File: config.mk
export PLATFORM = sky130hd
export DESIGN_NAME = busact_chan
export DESIGN_NICKNAME = d
export VERILOG_FILES = /design/src/rtl/busact_pkg.sv /design/src/rtl/busact_dp.sv /design/src/rtl/busact_ctrl.sv /design/src/rtl/busact_chan.sv
export SDC_FILE = /design/constraint.sdc
export NUM_CORES = 1
export LEC_CHECK = 0
export ABC_AREA = 1
export CAP_MARGIN = 20
export CELL_PAD_IN_SITES_DETAIL_PLACEMENT = 1
export CELL_PAD_IN_SITES_GLOBAL_PLACEMENT = 1
export CORE_ASPECT_RATIO = 1.25
export CORE_MARGIN = 2
export CORE_UTILIZATION = 34
export CTS_CLUSTER_SIZE = 10
export DETAILED_ROUTE_END_ITERATION = 10
export GPL_ROUTABILITY_DRIVEN = 0
export HOLD_SLACK_MARGIN = 0.06
export PLACE_DENSITY = 0.76
export RECOVER_POWER = 100
export SLEW_MARGIN = 15
export SYNTH_ARGS = -nofsm -noshare
export SYNTH_HDL_FRONTEND = slang
export SYNTH_SLANG_ARGS = --single-unit
File: constraint.sdc
create_clock -name clk -period 4.8 [get_ports clk]
set_input_delay 0.72 -clock clk [delete_from_list [all_inputs] [get_ports clk]]
set_output_delay 0.72 -clock clk [all_outputs]
set_load 0.02 [all_outputs]
File: src/rtl/busact_pkg.sv
package busact_pkg;
  localparam int CTRL_EN      = 31;
  localparam int CTRL_ABV_EN  = 30;
  localparam int CTRL_BEL_EN  = 29;
  localparam int CTRL_ABV_WIN = 26;
  localparam int CTRL_BEL_WIN = 23;
  localparam int CTRL_AVGA_EN = 21;
  localparam int CTRL_AVGB_EN = 20;
  localparam int CTRL_PERIOD  = 18;
  localparam int CTRL_K       = 10;
  localparam int K_W          = 3;
  localparam int WIN_W        = 3;

  localparam int ST_ABV  = 31;
  localparam int ST_BEL  = 30;
  localparam int ST_AVGA = 1;
  localparam int ST_AVGB = 0;

  typedef enum logic [3:0] {
    A_CTRL = 4'd0, A_RAWHI = 4'd1, A_RAWLO = 4'd2, A_INIT = 4'd3,
    A_AVGHI = 4'd4, A_AVGLO = 4'd5, A_WEIGHT = 4'd6, A_AVG = 4'd7,
    A_STATUS = 4'd8, A_PERIOD = 4'd9
  } regIdx_e;

  typedef struct packed {
    logic           run;
    logic           periodEnd;
    logic [K_W-1:0] kVal;
  } dpStrobe_t;

  typedef struct packed {
    logic rawAbove;
    logic rawBelow;
    logic avgAbove;
    logic avgBelow;
  } dpFlags_t;
endpackage

File: src/rtl/busact_dp.sv
module busact_dp
  import busact_pkg::*;
#(
  parameter int DATA_W = 32
) (
  input  logic              clk,
  input  logic              rstN,
  input  dpStrobe_t         strobe,
  input  logic              eventPulse,
  input  logic [DATA_W-1:0] weight,
  input  logic [DATA_W-1:0] initAvg,
  input  logic [DATA_W-1:0] rawUpper,
  input  logic [DATA_W-1:0] rawLower,
  input  logic [DATA_W-1:0] avgUpper,
  input  logic [DATA_W-1:0] avgLower,
  output logic [DATA_W-1:0] avgQ,
  output logic [DATA_W-1:0] rawCountQ,
  output dpFlags_t          flags
);
  localparam int SH_W = K_W + 1;

  logic [SH_W-1:0]   shAmt;
  logic [DATA_W-1:0] avgNext;

  assign shAmt   = {1'b0, strobe.kVal} + SH_W'(1);
  assign avgNext = avgQ - (avgQ >> shAmt) + (rawCountQ >> shAmt);

  always_comb begin
    flags.rawAbove = rawCountQ > rawUpper;
    flags.rawBelow = rawCountQ < rawLower;
    flags.avgAbove = avgNext > avgUpper;
    flags.avgBelow = avgNext < avgLower;
  end

  always_ff @(posedge clk or negedge rstN) begin
    if (!rstN) begin
      rawCountQ <= '0;
      avgQ      <= '0;
    end else if (!strobe.run) begin
      rawCountQ <= '0;
      avgQ      <= initAvg;
    end else if (strobe.periodEnd) begin
      rawCountQ <= eventPulse ? weight : '0;
      avgQ      <= avgNext;
    end else if (eventPulse) begin
      rawCountQ <= rawCountQ + weight;
    end
  end
endmodule

File: src/rtl/busact_ctrl.sv
module busact_ctrl
  import busact_pkg::*;
#(
  parameter int DATA_W = 32,
  parameter int PER_W  = 16
) (
  input  logic              clk,
  input  logic              rstN,
  input  logic              regWr,
  input  logic [3:0]        regAddr,
  input  logic [DATA_W-1:0] regWdata,
  output logic [DATA_W-1:0] regRdata,
  input  logic              periodTick,
  input  logic [DATA_W-1:0] avgQ,
  input  dpFlags_t          flags,
  output dpStrobe_t         strobe,
  output logic [DATA_W-1:0] ctrlQ,
  output logic [DATA_W-1:0] statusQ,
  output logic [DATA_W-1:0] weightQ,
  output logic [DATA_W-1:0] initAvgQ,
  output logic [DATA_W-1:0] rawHiQ,
  output logic [DATA_W-1:0] rawLoQ,
  output logic [DATA_W-1:0] avgHiQ,
  output logic [DATA_W-1:0] avgLoQ
);
  localparam int RUN_W = WIN_W + 1;
  localparam int NDIR  = 2;

  logic [PER_W-1:0]  periodQ, tickCnt;
  logic              tickEn, periodEnd;
  logic [DATA_W-1:0] setBits, clrMask;
  logic [NDIR-1:0]   fire;

  assign tickEn    = ctrlQ[CTRL_EN] & ctrlQ[CTRL_PERIOD];
  assign periodEnd = tickEn & periodTick & (tickCnt == periodQ);

  assign strobe.run       = ctrlQ[CTRL_EN];
  assign strobe.periodEnd = periodEnd;
  assign strobe.kVal      = ctrlQ[CTRL_K +: K_W];

  always_ff @(posedge clk or negedge rstN) begin
    if (!rstN)                   tickCnt <= '0;
    else if (!tickEn)            tickCnt <= '0;
    else if (periodEnd)          tickCnt <= '0;
    else if (periodTick)         tickCnt <= tickCnt + PER_W'(1);
  end

  // consecutive-period runs: index 0 above, index 1 below
  for (genvar d = 0; d < NDIR; d++) begin : g_run
    logic [RUN_W-1:0] runCnt, runNext, winLen;
    logic             hit;
    assign hit     = (d == 0) ? flags.rawAbove : flags.rawBelow;
    assign winLen  = {1'b0, ctrlQ[((d == 0) ? CTRL_ABV_WIN : CTRL_BEL_WIN) +: WIN_W]} + RUN_W'(1);
    assign runNext = hit ? runCnt + RUN_W'(1) : '0;
    assign fire[d] = hit && (runNext == winLen);
    always_ff @(posedge clk or negedge rstN) begin
      if (!rstN)                 runCnt <= '0;
      else if (!ctrlQ[CTRL_EN])  runCnt <= '0;
      else if (periodEnd)        runCnt <= fire[d] ? '0 : runNext;
    end
  end

  always_comb begin
    setBits          = '0;
    setBits[ST_ABV]  = periodEnd & fire[0] & ctrlQ[CTRL_ABV_EN];
    setBits[ST_BEL]  = periodEnd & fire[1] & ctrlQ[CTRL_BEL_EN];
    setBits[ST_AVGA] = periodEnd & flags.avgAbove & ctrlQ[CTRL_AVGA_EN];
    setBits[ST_AVGB] = periodEnd & flags.avgBelow & ctrlQ[CTRL_AVGB_EN];
    clrMask          = (regWr && regAddr == A_STATUS) ? regWdata : '0;
  end

  always_ff @(posedge clk or negedge rstN) begin
    if (!rstN) begin
      ctrlQ <= '0; rawHiQ <= '0; rawLoQ <= '0; initAvgQ <= '0;
      avgHiQ <= '0; avgLoQ <= '0; weightQ <= '0; periodQ <= '0;
      statusQ <= '0;
    end else begin
      statusQ <= (statusQ & ~clrMask) | setBits;
      if (regWr) begin
        case (regAddr)
          A_CTRL:   ctrlQ    <= regWdata;
          A_RAWHI:  rawHiQ   <= regWdata;
          A_RAWLO:  rawLoQ   <= regWdata;
          A_INIT:   initAvgQ <= regWdata;
          A_AVGHI:  avgHiQ   <= regWdata;
          A_AVGLO:  avgLoQ   <= regWdata;
          A_WEIGHT: weightQ  <= regWdata;
          A_PERIOD: periodQ  <= regWdata[PER_W-1:0];
          default: ;
        endcase
      end
    end
  end

  always_comb begin
    case (regAddr)
      A_CTRL:   regRdata = ctrlQ;
      A_RAWHI:  regRdata = rawHiQ;
      A_RAWLO:  regRdata = rawLoQ;
      A_INIT:   regRdata = initAvgQ;
      A_AVGHI:  regRdata = avgHiQ;
      A_AVGLO:  regRdata = avgLoQ;
      A_WEIGHT: regRdata = weightQ;
      A_AVG:    regRdata = avgQ;
      A_STATUS: regRdata = statusQ;
      A_PERIOD: regRdata = DATA_W'(periodQ);
      default:  regRdata = '0;
    endcase
  end
endmodule

File: src/rtl/busact_chan.sv
module busact_chan
  import busact_pkg::*;
#(
  parameter int DATA_W = 32,
  parameter int PER_W  = 16
) (
  input  logic              clk,
  input  logic              rstN,
  input  logic              regWr,
  input  logic [3:0]        regAddr,
  input  logic [DATA_W-1:0] regWdata,
  output logic [DATA_W-1:0] regRdata,
  input  logic              eventPulse,
  input  logic              periodTick,
  output logic              irq
);
  dpStrobe_t         strobe;
  dpFlags_t          flags;
  logic [DATA_W-1:0] avgQ, rawCountQ, ctrlQ, statusQ, weightQ, initAvgQ;
  logic [DATA_W-1:0] rawHiQ, rawLoQ, avgHiQ, avgLoQ;

  busact_ctrl #(.DATA_W(DATA_W), .PER_W(PER_W)) u_ctrl (
    .clk(clk), .rstN(rstN), .regWr(regWr), .regAddr(regAddr),
    .regWdata(regWdata), .regRdata(regRdata), .periodTick(periodTick),
    .avgQ(avgQ), .flags(flags), .strobe(strobe), .ctrlQ(ctrlQ),
    .statusQ(statusQ), .weightQ(weightQ), .initAvgQ(initAvgQ),
    .rawHiQ(rawHiQ), .rawLoQ(rawLoQ), .avgHiQ(avgHiQ), .avgLoQ(avgLoQ)
  );

  busact_dp #(.DATA_W(DATA_W)) u_dp (
    .clk(clk), .rstN(rstN), .strobe(strobe), .eventPulse(eventPulse),
    .weight(weightQ), .initAvg(initAvgQ), .rawUpper(rawHiQ),
    .rawLower(rawLoQ), .avgUpper(avgHiQ), .avgLower(avgLoQ),
    .avgQ(avgQ), .rawCountQ(rawCountQ), .flags(flags)
  );

  assign irq = |statusQ;
endmodule

==> parameters.txt, run 1 <==
Parameter                              Value

Worst setup path
  Worst Path Required    5.30 ns
  Critical path class    register to register
  Reg2Reg Launch Point    u_ctrl.ctrlQ[10]
  Largest fanout on the critical path    7
  Start point of the critical path    u_ctrl.ctrlQ[10]
  Highest cell delay on the worst timing path    0.54 ns
  Critical path endpoint category    register
  Register-to-register path setup slack    -0.24 ns
  Worst endpoint data arrival time    5.54 ns
  Critical Path Sink    u_ctrl.statusQ[1]
  Cell repeated most along the worst path    sky130_fd_sc_hd__nand2_1
  Critical Path Slowest Stage Cell    sky130_fd_sc_hd__fa_1
  Register-to-Register Path Depth    31
  Capture point of the worst reg-to-reg path    u_ctrl.statusQ[1]
  Kind of start point of the critical path    register

Clock tree
  Number of buffers inserted during clock tree synthesis    44
  Max Root-Sink Buffers    3
  Sink count of the clock tree    360
  Total of hold buffers inserted after clock tree synthesis    0
  Clock Root Buffer    sky130_fd_sc_hd__clkbuf_16
  Depth of the CTS H-tree    2
  TritonCTS clock tree    yes
  Clk Latency, worst-skew pair    0.61 ns
  Clock input transition at the sequential cells of the worst setup and hold paths    0.07 ns

Global routing
  Gr usage total    0.2801
  Vias in the first global route    28,060
  Remaining global-route overflow    0
  First-pass GRT wire length    167,400 um
  Pin count of the biggest net entering global routing    105
  Number of antenna violations at the first check in global routing    5

Synthesis
  Area contributors post-synth    sky130_fd_sc_hd__dfrtp_1, sky130_fd_sc_hd__nand2_1, sky130_fd_sc_hd__ha_1
  Synthesized area divided by synthesized cell count    7.342 um2
  EDFF count, synth    0
  Area share of fa/ha/maj cells after synthesis    0.1191
  Part of the Yosys area used for sequential elements    0.3497
  Synthesized-area fraction occupied by ao, oa, aoi and oai cells    0.1945
  Number of warnings printed during yosys synthesis    0
  Share of the synthesized netlist area taken by xor and xnor gates    0.02312
  Asr flop ratio synth    1.000
  Area share of and/or/nand/nor cells after synthesis    0.2137
  Number of unique standard cell types used by synthesis    56
  Mapped Area    25,760 um2
  Number of register bits inferred by synthesis    360
  Top cell type's share of synthesized area    0.3497
  Most area-hungry cell type in the Yosys netlist    sky130_fd_sc_hd__dfrtp_1
  Commonest register cell after synthesis    sky130_fd_sc_hd__dfrtp_1
  Combinational family with the most area after synthesis    simple AND/OR/NAND/NOR gates
  Number of nets produced by synthesis    3,776
  Fraction of synthesized area in multiplexers    0.008936
  Gate count of the mapped netlist    3,509

STA
  Final setup violating endpoints    2
  Part of the cycle the worst path needs    1.050
  Clock skew after layout    0.02019 ns
  Fmax    198.3 MHz
  Final worst slack    -0.2420 ns
  Final hold violations    0
  Final min period    5.042 ns
  RSZ-0062 raised after global routing    yes
  Final number of max-transition violations    312
  Slew of the pin with the lowest slew margin    2.300 ns
  Relative slew slack    -0.5335

Power and ir drop
  Pwr/cell area    864.5 nW/um2
  Leakage power summed over all cells    15.44 nW
  VDD IR-drop max    0.4782 mV
  Total power of the final layout    0.02718 W

Outcome
  Result of the run    finished with violations
  Violated checks    capacitance limit, slew limit, setup timing

Routing
  Via total after detailed routing    27,090
  Wire length reported by the detailed router    114,000 um
  Wirelength per Cell    24.05 um
  Final ANT Viol Nets    0
  DRC violation total after the first TritonRoute iteration    2,038
  Detailed-route vias per instance    5.717
  Residual DRC count    0
  Length of the first detailed-routing pass in iterations    5

Final layout
  Top library cells by usage in the layout, fill and taps aside    sky130_fd_sc_hd__nand2_1, sky130_fd_sc_hd__inv_1, sky130_fd_sc_hd__o21ai_0, sky130_fd_sc_hd__dfrtp_1, sky130_fd_sc_hd__buf_4
  Number of antenna repair diodes    0
  Layout Area Growth over Synthesis    22.04%
  Leading cell type in the layout, fill and taps excluded    sky130_fd_sc_hd__nand2_1
  Final design area excluding fillers    31,440 um2
  Number of nets in the layout    4,022
  Share of cells above drive strength 1    0.1350

Floorplanning
  Initial cell density of the core    0.3443
  Die area    78,000 um2
  Number of primary I/O pins    74
  Core ar.    74,830 um2
  Row cnt    112
  Die span in y    311.8 um
  Width of the die    250.2 um

Placed design
  Standard cell area after detailed placement    29,130 um2
  Post-detail-place hpwl    85,900 um
  Count of buffers inserted at the top-level ports    73

Min path
  Path type of the worst min-delay path    register to register

Job
  Max Cap Violations    7
[cell usage after synthesis (4+ instances only)]
cell                        number
sky130_fd_sc_hd__o211ai_1       31
sky130_fd_sc_hd__xnor2_1        23
sky130_fd_sc_hd__inv_1         474
sky130_fd_sc_hd__nor3_1         28
sky130_fd_sc_hd__a21oi_1       170
sky130_fd_sc_hd__mux2i_1        23
sky130_fd_sc_hd__buf_2          10
sky130_fd_sc_hd__clkinv_1        4
sky130_fd_sc_hd__buf_1           5
sky130_fd_sc_hd__a221oi_1       52
sky130_fd_sc_hd__clkbuf_1      110
sky130_fd_sc_hd__o2111ai_1      26
sky130_fd_sc_hd__o221ai_1        7
sky130_fd_sc_hd__o21bai_1       11
sky130_fd_sc_hd__a31oi_1         7
sky130_fd_sc_hd__inv_2           7
sky130_fd_sc_hd__and2_1          5
sky130_fd_sc_hd__dfrtp_1       360
sky130_fd_sc_hd__nand2_1       958
sky130_fd_sc_hd__nor3b_1         5
sky130_fd_sc_hd__nor2_2          7
sky130_fd_sc_hd__o21a_1          7
sky130_fd_sc_hd__ha_1          194
sky130_fd_sc_hd__or2_2           6
sky130_fd_sc_hd__nor2_1        159
sky130_fd_sc_hd__nand3_1       102
sky130_fd_sc_hd__o21ai_0       482
sky130_fd_sc_hd__a211oi_1        5
sky130_fd_sc_hd__nand3b_1        4
sky130_fd_sc_hd__xor2_1         45
sky130_fd_sc_hd__o22ai_1        50
sky130_fd_sc_hd__a21o_1         13
sky130_fd_sc_hd__nor4_1         18
sky130_fd_sc_hd__nand4_1        34
sky130_fd_sc_hd__fa_1           32
[layer usage]
layer,vias up,share of wire,global-route usage,routed length [um]
met5,-,0.00087,0,99
met4,8,0.071,0.1591,8091
met3,425,0.074,0.05371,8383
met2,1078,0.48,0.4761,54150
met1,13430,0.38,0.3300,43260
li1,12160,-,-,-
[final cells by class]
| type | instances | area (um2) |
|---|---|---|
| clock inverter | 7 | 71.32 |
| fill | 9291 | 43390 |
| sequential | 360 | 9012 |
| multi-input combinational | 2535 | 15380 |
| inverter | 485 | 1828 |
| timing repair buffer | 329 | 2791 |
| clock buffer | 54 | 1149 |
| tap | 969 | 1212 |
[power by group]
part           total [W]  switching (W)  internal (W)
combinational     0.0199         0.0115       0.00845
sequential       0.00418       0.000606       0.00357
clock            0.00306        0.00138       0.00168
total             0.0272         0.0135        0.0137
[critical path, delay by kind of cell, from the launching register on]
| family | cells | cell delay, ns |
|---|---|---|
| AO/OA/AOI/OAI | 3 | 0.33 |
| adder cells (fa/ha/maj) | 3 | 1.12 |
| buffers and inverters | 6 | 0.66 |
| flip-flops | 1 | 0.52 |
| multiplexers | 1 | 0.19 |
| AND/OR/NAND/NOR | 18 | 2.09 |
[cells by family (layout without fill, tap and decap cells)]
group	Yosys count	count (layout)
and+or+nand+nor	1339	1339
AOI/OAI and AO/OA	879	879
buffers and inverters	614	875
DFF	360	360
adders and majority gates	226	226
xor gates and xnor gates	68	68
muxes	23	23
[stage by stage]
| stage | hold WS [ns] | setup TNS (ns) | setup WS [ns] | util | cells |
|---|---|---|---|---|---|
| finish | 0.4847 | -0.4408 | -0.2420 | 0.4201 | 4739 |
| global route | 0.5060 | -3.839 | -0.5243 | 0.4201 | 4739 |
| CTS | 0.1361 | -0.03155 | -0.02854 | 0.4088 | 4718 |
| detailed placement | 0.4729 | -0.5261 | -0.2752 | 0.3892 | 4654 |
| global placement | 0.4664 | -0.2722 | -0.1470 | 0.3892 | 4654 |
| floorplan | 0.4244 | 0 | 0.06691 | - | 3509 |
[worst min path at each step]
stage               cells after the start               from                end  slack [ns]
floorplan                               0               rstN   u_ctrl.avgHiQ[0]        0.42
global placement                        2  u_ctrl.rawLoQ[12]  u_ctrl.rawLoQ[12]        0.47
detailed placement                      2   u_ctrl.rawHiQ[8]   u_ctrl.rawHiQ[8]        0.47
CTS                                     1               rstN   u_ctrl.ctrlQ[23]        0.14
global route                            2  u_ctrl.rawLoQ[24]  u_ctrl.rawLoQ[24]        0.51
finish                                  2   u_ctrl.avgHiQ[4]   u_ctrl.avgHiQ[4]        0.48
[state kept, by name, indices dropped and copies added (netlist names)]
signal / flops
u_ctrl.tickCnt: 16
u_ctrl.rawLoQ: 32
u_dp.avgQ: 32
u_ctrl.statusQ: 32
u_ctrl.avgLoQ: 32
u_ctrl.ctrlQ: 32
u_ctrl.g_run.runCnt: 8
u_ctrl.initAvgQ: 32
u_dp.rawCountQ: 32
u_ctrl.weightQ: 32
u_ctrl.avgHiQ: 32
u_ctrl.periodQ: 16
u_ctrl.rawHiQ: 32
[what timing repair did]
| action | in CTS | in global routing |
|---|---|---|
| setup endpoints to repair | 2 | 2 |
| gates resized for setup | 63 | 228 |
| hold endpoints to repair | 0 | 0 |
| setup buffers | 3 | 18 |
| gates cloned | 0 | 3 |
| pin swaps | 6 | 54 |
Note: power is estimated with default switching activity, not from simulation.
==> inputs of run 2 (changes only) <==
--- a/config.mk
+++ b/config.mk
@@ -18,6 +18,7 @@
 export HOLD_SLACK_MARGIN = 0.06
 export PLACE_DENSITY = 0.76
 export RECOVER_POWER = 100
+export SKIP_CTS_REPAIR_TIMING = 1
 export SLEW_MARGIN = 15
 export SYNTH_ARGS = -nofsm -noshare
 export SYNTH_HDL_FRONTEND = slang
==> parameters.txt, run 2 (synthesized netlist as in run 1, its figures left out) <==
Parameter                              Value

Outcome
  Result of the run    finished with violations (unchanged)
  Violated checks    capacitance limit, slew limit, setup timing (unchanged)

STA
  Fmax    199.0 MHz (was 198.3 MHz)
  Final number of max-transition violations    312 (unchanged)
  Worst-case hold slack    0.4841 ns (was 0.4847 ns)
  Final min period    5.026 ns (was 5.042 ns)
  Final worst slack    -0.2258 ns (was -0.2420 ns)
  Final hold violations    0 (unchanged)
  Final setup violating endpoints    3 (was 2)
  RSZ-0062 raised after global routing    yes (unchanged)
  Clock skew after layout    0.01938 ns (was 0.02019 ns)
  Relative slew slack    -0.5334 (was -0.5335)
  Slew of the pin with the lowest slew margin    2.300 ns (about the same)
  Part of the cycle the worst path needs    1.047 (was 1.050)

Placed design
  Post-detail-place hpwl    85,900 um (unchanged)
  Standard cell area after detailed placement    29,130 um2 (unchanged)
  Cell count after placement    4,654 (unchanged)
  Count of buffers inserted at the top-level ports    73 (unchanged)

Worst setup path
  Critical Path Slowest Stage Cell    sky130_fd_sc_hd__fa_1 (unchanged)
  Worst endpoint data arrival time    5.52 ns (was 5.54 ns)
  Register-to-register path setup slack    -0.23 ns (was -0.24 ns)
  Worst Path Required    5.30 ns (about the same)
  Largest fanout on the critical path    15 (was 7)
  Highest cell delay on the worst timing path    0.55 ns (was 0.54 ns)
  Critical path endpoint category    register (unchanged)
  Reg2Reg Launch Point    u_ctrl.ctrlQ[10] (unchanged)
  Register-to-Register Path Depth    31 (unchanged)
  Capture point of the worst reg-to-reg path    u_ctrl.statusQ[1] (unchanged)
  Kind of start point of the critical path    register (unchanged)
  Cell repeated most along the worst path    sky130_fd_sc_hd__nand2_1 (unchanged)
  Critical path class    register to register (unchanged)

Final layout
  Share of cells above drive strength 1    0.1237 (was 0.1350)
  Number of nets in the layout    4,011 (was 4,022)
  Leading cell type in the layout, fill and taps excluded    sky130_fd_sc_hd__nand2_1 (unchanged)
  Layout Area Growth over Synthesis    20.98% (was 22.04%)
  Number of antenna repair diodes    0 (unchanged)
  Final design area excluding fillers    31,170 um2 (was 31,440 um2)
  Top library cells by usage in the layout, fill and taps aside    sky130_fd_sc_hd__nand2_1, sky130_fd_sc_hd__inv_1, sky130_fd_sc_hd__o21ai_0, sky130_fd_sc_hd__dfrtp_1, sky130_fd_sc_hd__buf_4 (unchanged)
  Final core area utilization    0.4165 (was 0.4201)
  Register area    9012 um2 (unchanged)
  Area used by multi-input combinational logic    15,180 um2 (was 15,380 um2)
  Fill cell instance count of the final layout    9,304 (was 9,291)
  Post-Layout Cell Count    4,728 (was 4,739)

Clock tree
  Clock input transition at the sequential cells of the worst setup and hold paths    0.07 ns (about the same)
  Number of buffers inserted during clock tree synthesis    44 (unchanged)
  TritonCTS clock tree    yes (unchanged)
  Max Root-Sink Buffers    3 (unchanged)
  Sink count of the clock tree    360 (unchanged)
  Clk Latency, worst-skew pair    0.61 ns (about the same)
  Depth of the CTS H-tree    2 (unchanged)
  Clock Root Buffer    sky130_fd_sc_hd__clkbuf_16 (unchanged)

Min path
  Endpoint of the worst hold-timing path    u_ctrl.rawHiQ[8] (was u_ctrl.avgHiQ[4])
  Startpoint of the most critical hold path    u_ctrl.rawHiQ[8] (was u_ctrl.avgHiQ[4])
  WHS Path Cells    2 (unchanged)
  Path type of the worst min-delay path    register to register (unchanged)

Routing
  Wirelength per Cell    23.85 um (was 24.05 um)
  Residual DRC count    0 (unchanged)
  Length of the first detailed-routing pass in iterations    5 (unchanged)
  Detailed-route vias per instance    5.680 (was 5.717)
  DRC violation total after the first TritonRoute iteration    2,033 (was 2,038)
  Final ANT Viol Nets    0 (unchanged)
  Via total after detailed routing    26,850 (was 27,090)
  Wire length reported by the detailed router    112,800 um (was 114,000 um)

Power and ir drop
  Pwr/cell area    843.4 nW/um2 (was 864.5 nW/um2)
  Gate power share    0.725 (was 0.734)
  Clock Power Share    0.116 (was 0.113)
  NetSw    0.01300 W (was 0.01348 W)
  VDD IR-drop max    0.4650 mV (was 0.4782 mV)
  Leakage power summed over all cells    15.34 nW (was 15.44 nW)
  Cell Int Power    0.01329 W (was 0.01370 W)
  Sequential cell fraction of total power    0.159 (was 0.154)
  Switching power as a share of total power    0.4945 (was 0.4960)

Global routing
  Remaining global-route overflow    0 (unchanged)
  Vias in the first global route    27,950 (was 28,060)
  Number of antenna violations at the first check in global routing    6 (was 5)
  First-pass GRT wire length    167,200 um (was 167,400 um)
  Pin count of the biggest net entering global routing    105 (unchanged)
  Gr usage total    0.2797 (was 0.2801)

Floorplanning
  Core ar.    74,830 um2 (unchanged)
  Die area    78,000 um2 (unchanged)
  Row cnt    112 (unchanged)
  Die span in y    311.8 um (unchanged)
  Width of the die    250.2 um (unchanged)
  Initial cell density of the core    0.3443 (unchanged)
  Number of primary I/O pins    74 (unchanged)

Job
  Max Cap Violations    7 (unchanged)
run 2: changes by cell type in the layout (fill, tap and decap cells not counted), sizes merged:
cell | before | now
buf | 235 | 223
clkbuf | 80 | 81
run 2: final cells by class:
cell class / instances / share of cell area
clock inverter: 7 / 0.002288
sequential: 360 / 0.2892
inverter: 485 / 0.05857
timing repair buffer: 318 / 0.08712
multi-input combinational: 2535 / 0.4871
clock buffer: 54 / 0.03685
tap: 969 / 0.03890
run 2: critical path: cells and delay by family (launching register included):
kind | cells | cell delay (ns)
and+or+nand+nor | 11 | 0.90
buffers and inverters | 7 | 0.93
AOI/OAI and AO/OA | 7 | 0.83
muxes | 2 | 0.48
xor gates and xnor gates | 1 | 0.22
adders and majority gates | 3 | 1.08
DFF | 1 | 0.49
run 2: how the worst max path moves through the flow:
| stage | startpoint | to | slack (ns) | cells past startpoint |
|---|---|---|---|---|
| 3_5_place_dp | u_ctrl.ctrlQ[10] | u_ctrl.statusQ[1] | -0.28 | 25 |
| 3_3_place_gp | u_ctrl.ctrlQ[10] | u_ctrl.statusQ[1] | -0.15 | 27 |
| 4_1_cts | u_ctrl.ctrlQ[10] | u_ctrl.statusQ[0] | -0.31 | 26 |
| 5_1_grt | u_ctrl.ctrlQ[10] | u_ctrl.statusQ[1] | -0.45 | 32 |
| 2_1_floorplan | u_ctrl.ctrlQ[10] | u_ctrl.statusQ[1] | 0.07 | 30 |
| 6_report | u_ctrl.ctrlQ[10] | u_ctrl.statusQ[1] | -0.23 | 31 |
run 2: routing by layer:
metal | GRT usage | vias to the layer above | routed length (um)
li1 | - | 12130 | -
met1 | 0.3304 | 13340 | 43280
met2 | 0.4760 | 984 | 53710
met3 | 0.05429 | 393 | 8088
met4 | 0.1542 | 12 | 7600
met5 | 0 | - | 98
run 2: stage by stage:
stage | TNS, ns | power [W] | worst slack (ns)
floorplan | 0 | 0.01299 | 0.06691
global placement | -0.2722 | 0.01976 | -0.1470
detailed placement | -0.5261 | 0.02025 | -0.2752
CTS | -0.5989 | 0.02350 | -0.3098
global route | -3.812 | 0.02812 | -0.4537
finish | -0.4047 | 0.02629 | -0.2258
run 2: power groups by stage:
stage               registers, W  logic (W)  clock network, W
floorplan                0.00393    0.00907                 0
global placement         0.00417     0.0156                 0
detailed placement       0.00419     0.0161                 0
CTS                      0.00414     0.0163           0.00310
global route             0.00422     0.0207           0.00320
finish                   0.00417     0.0191           0.00306
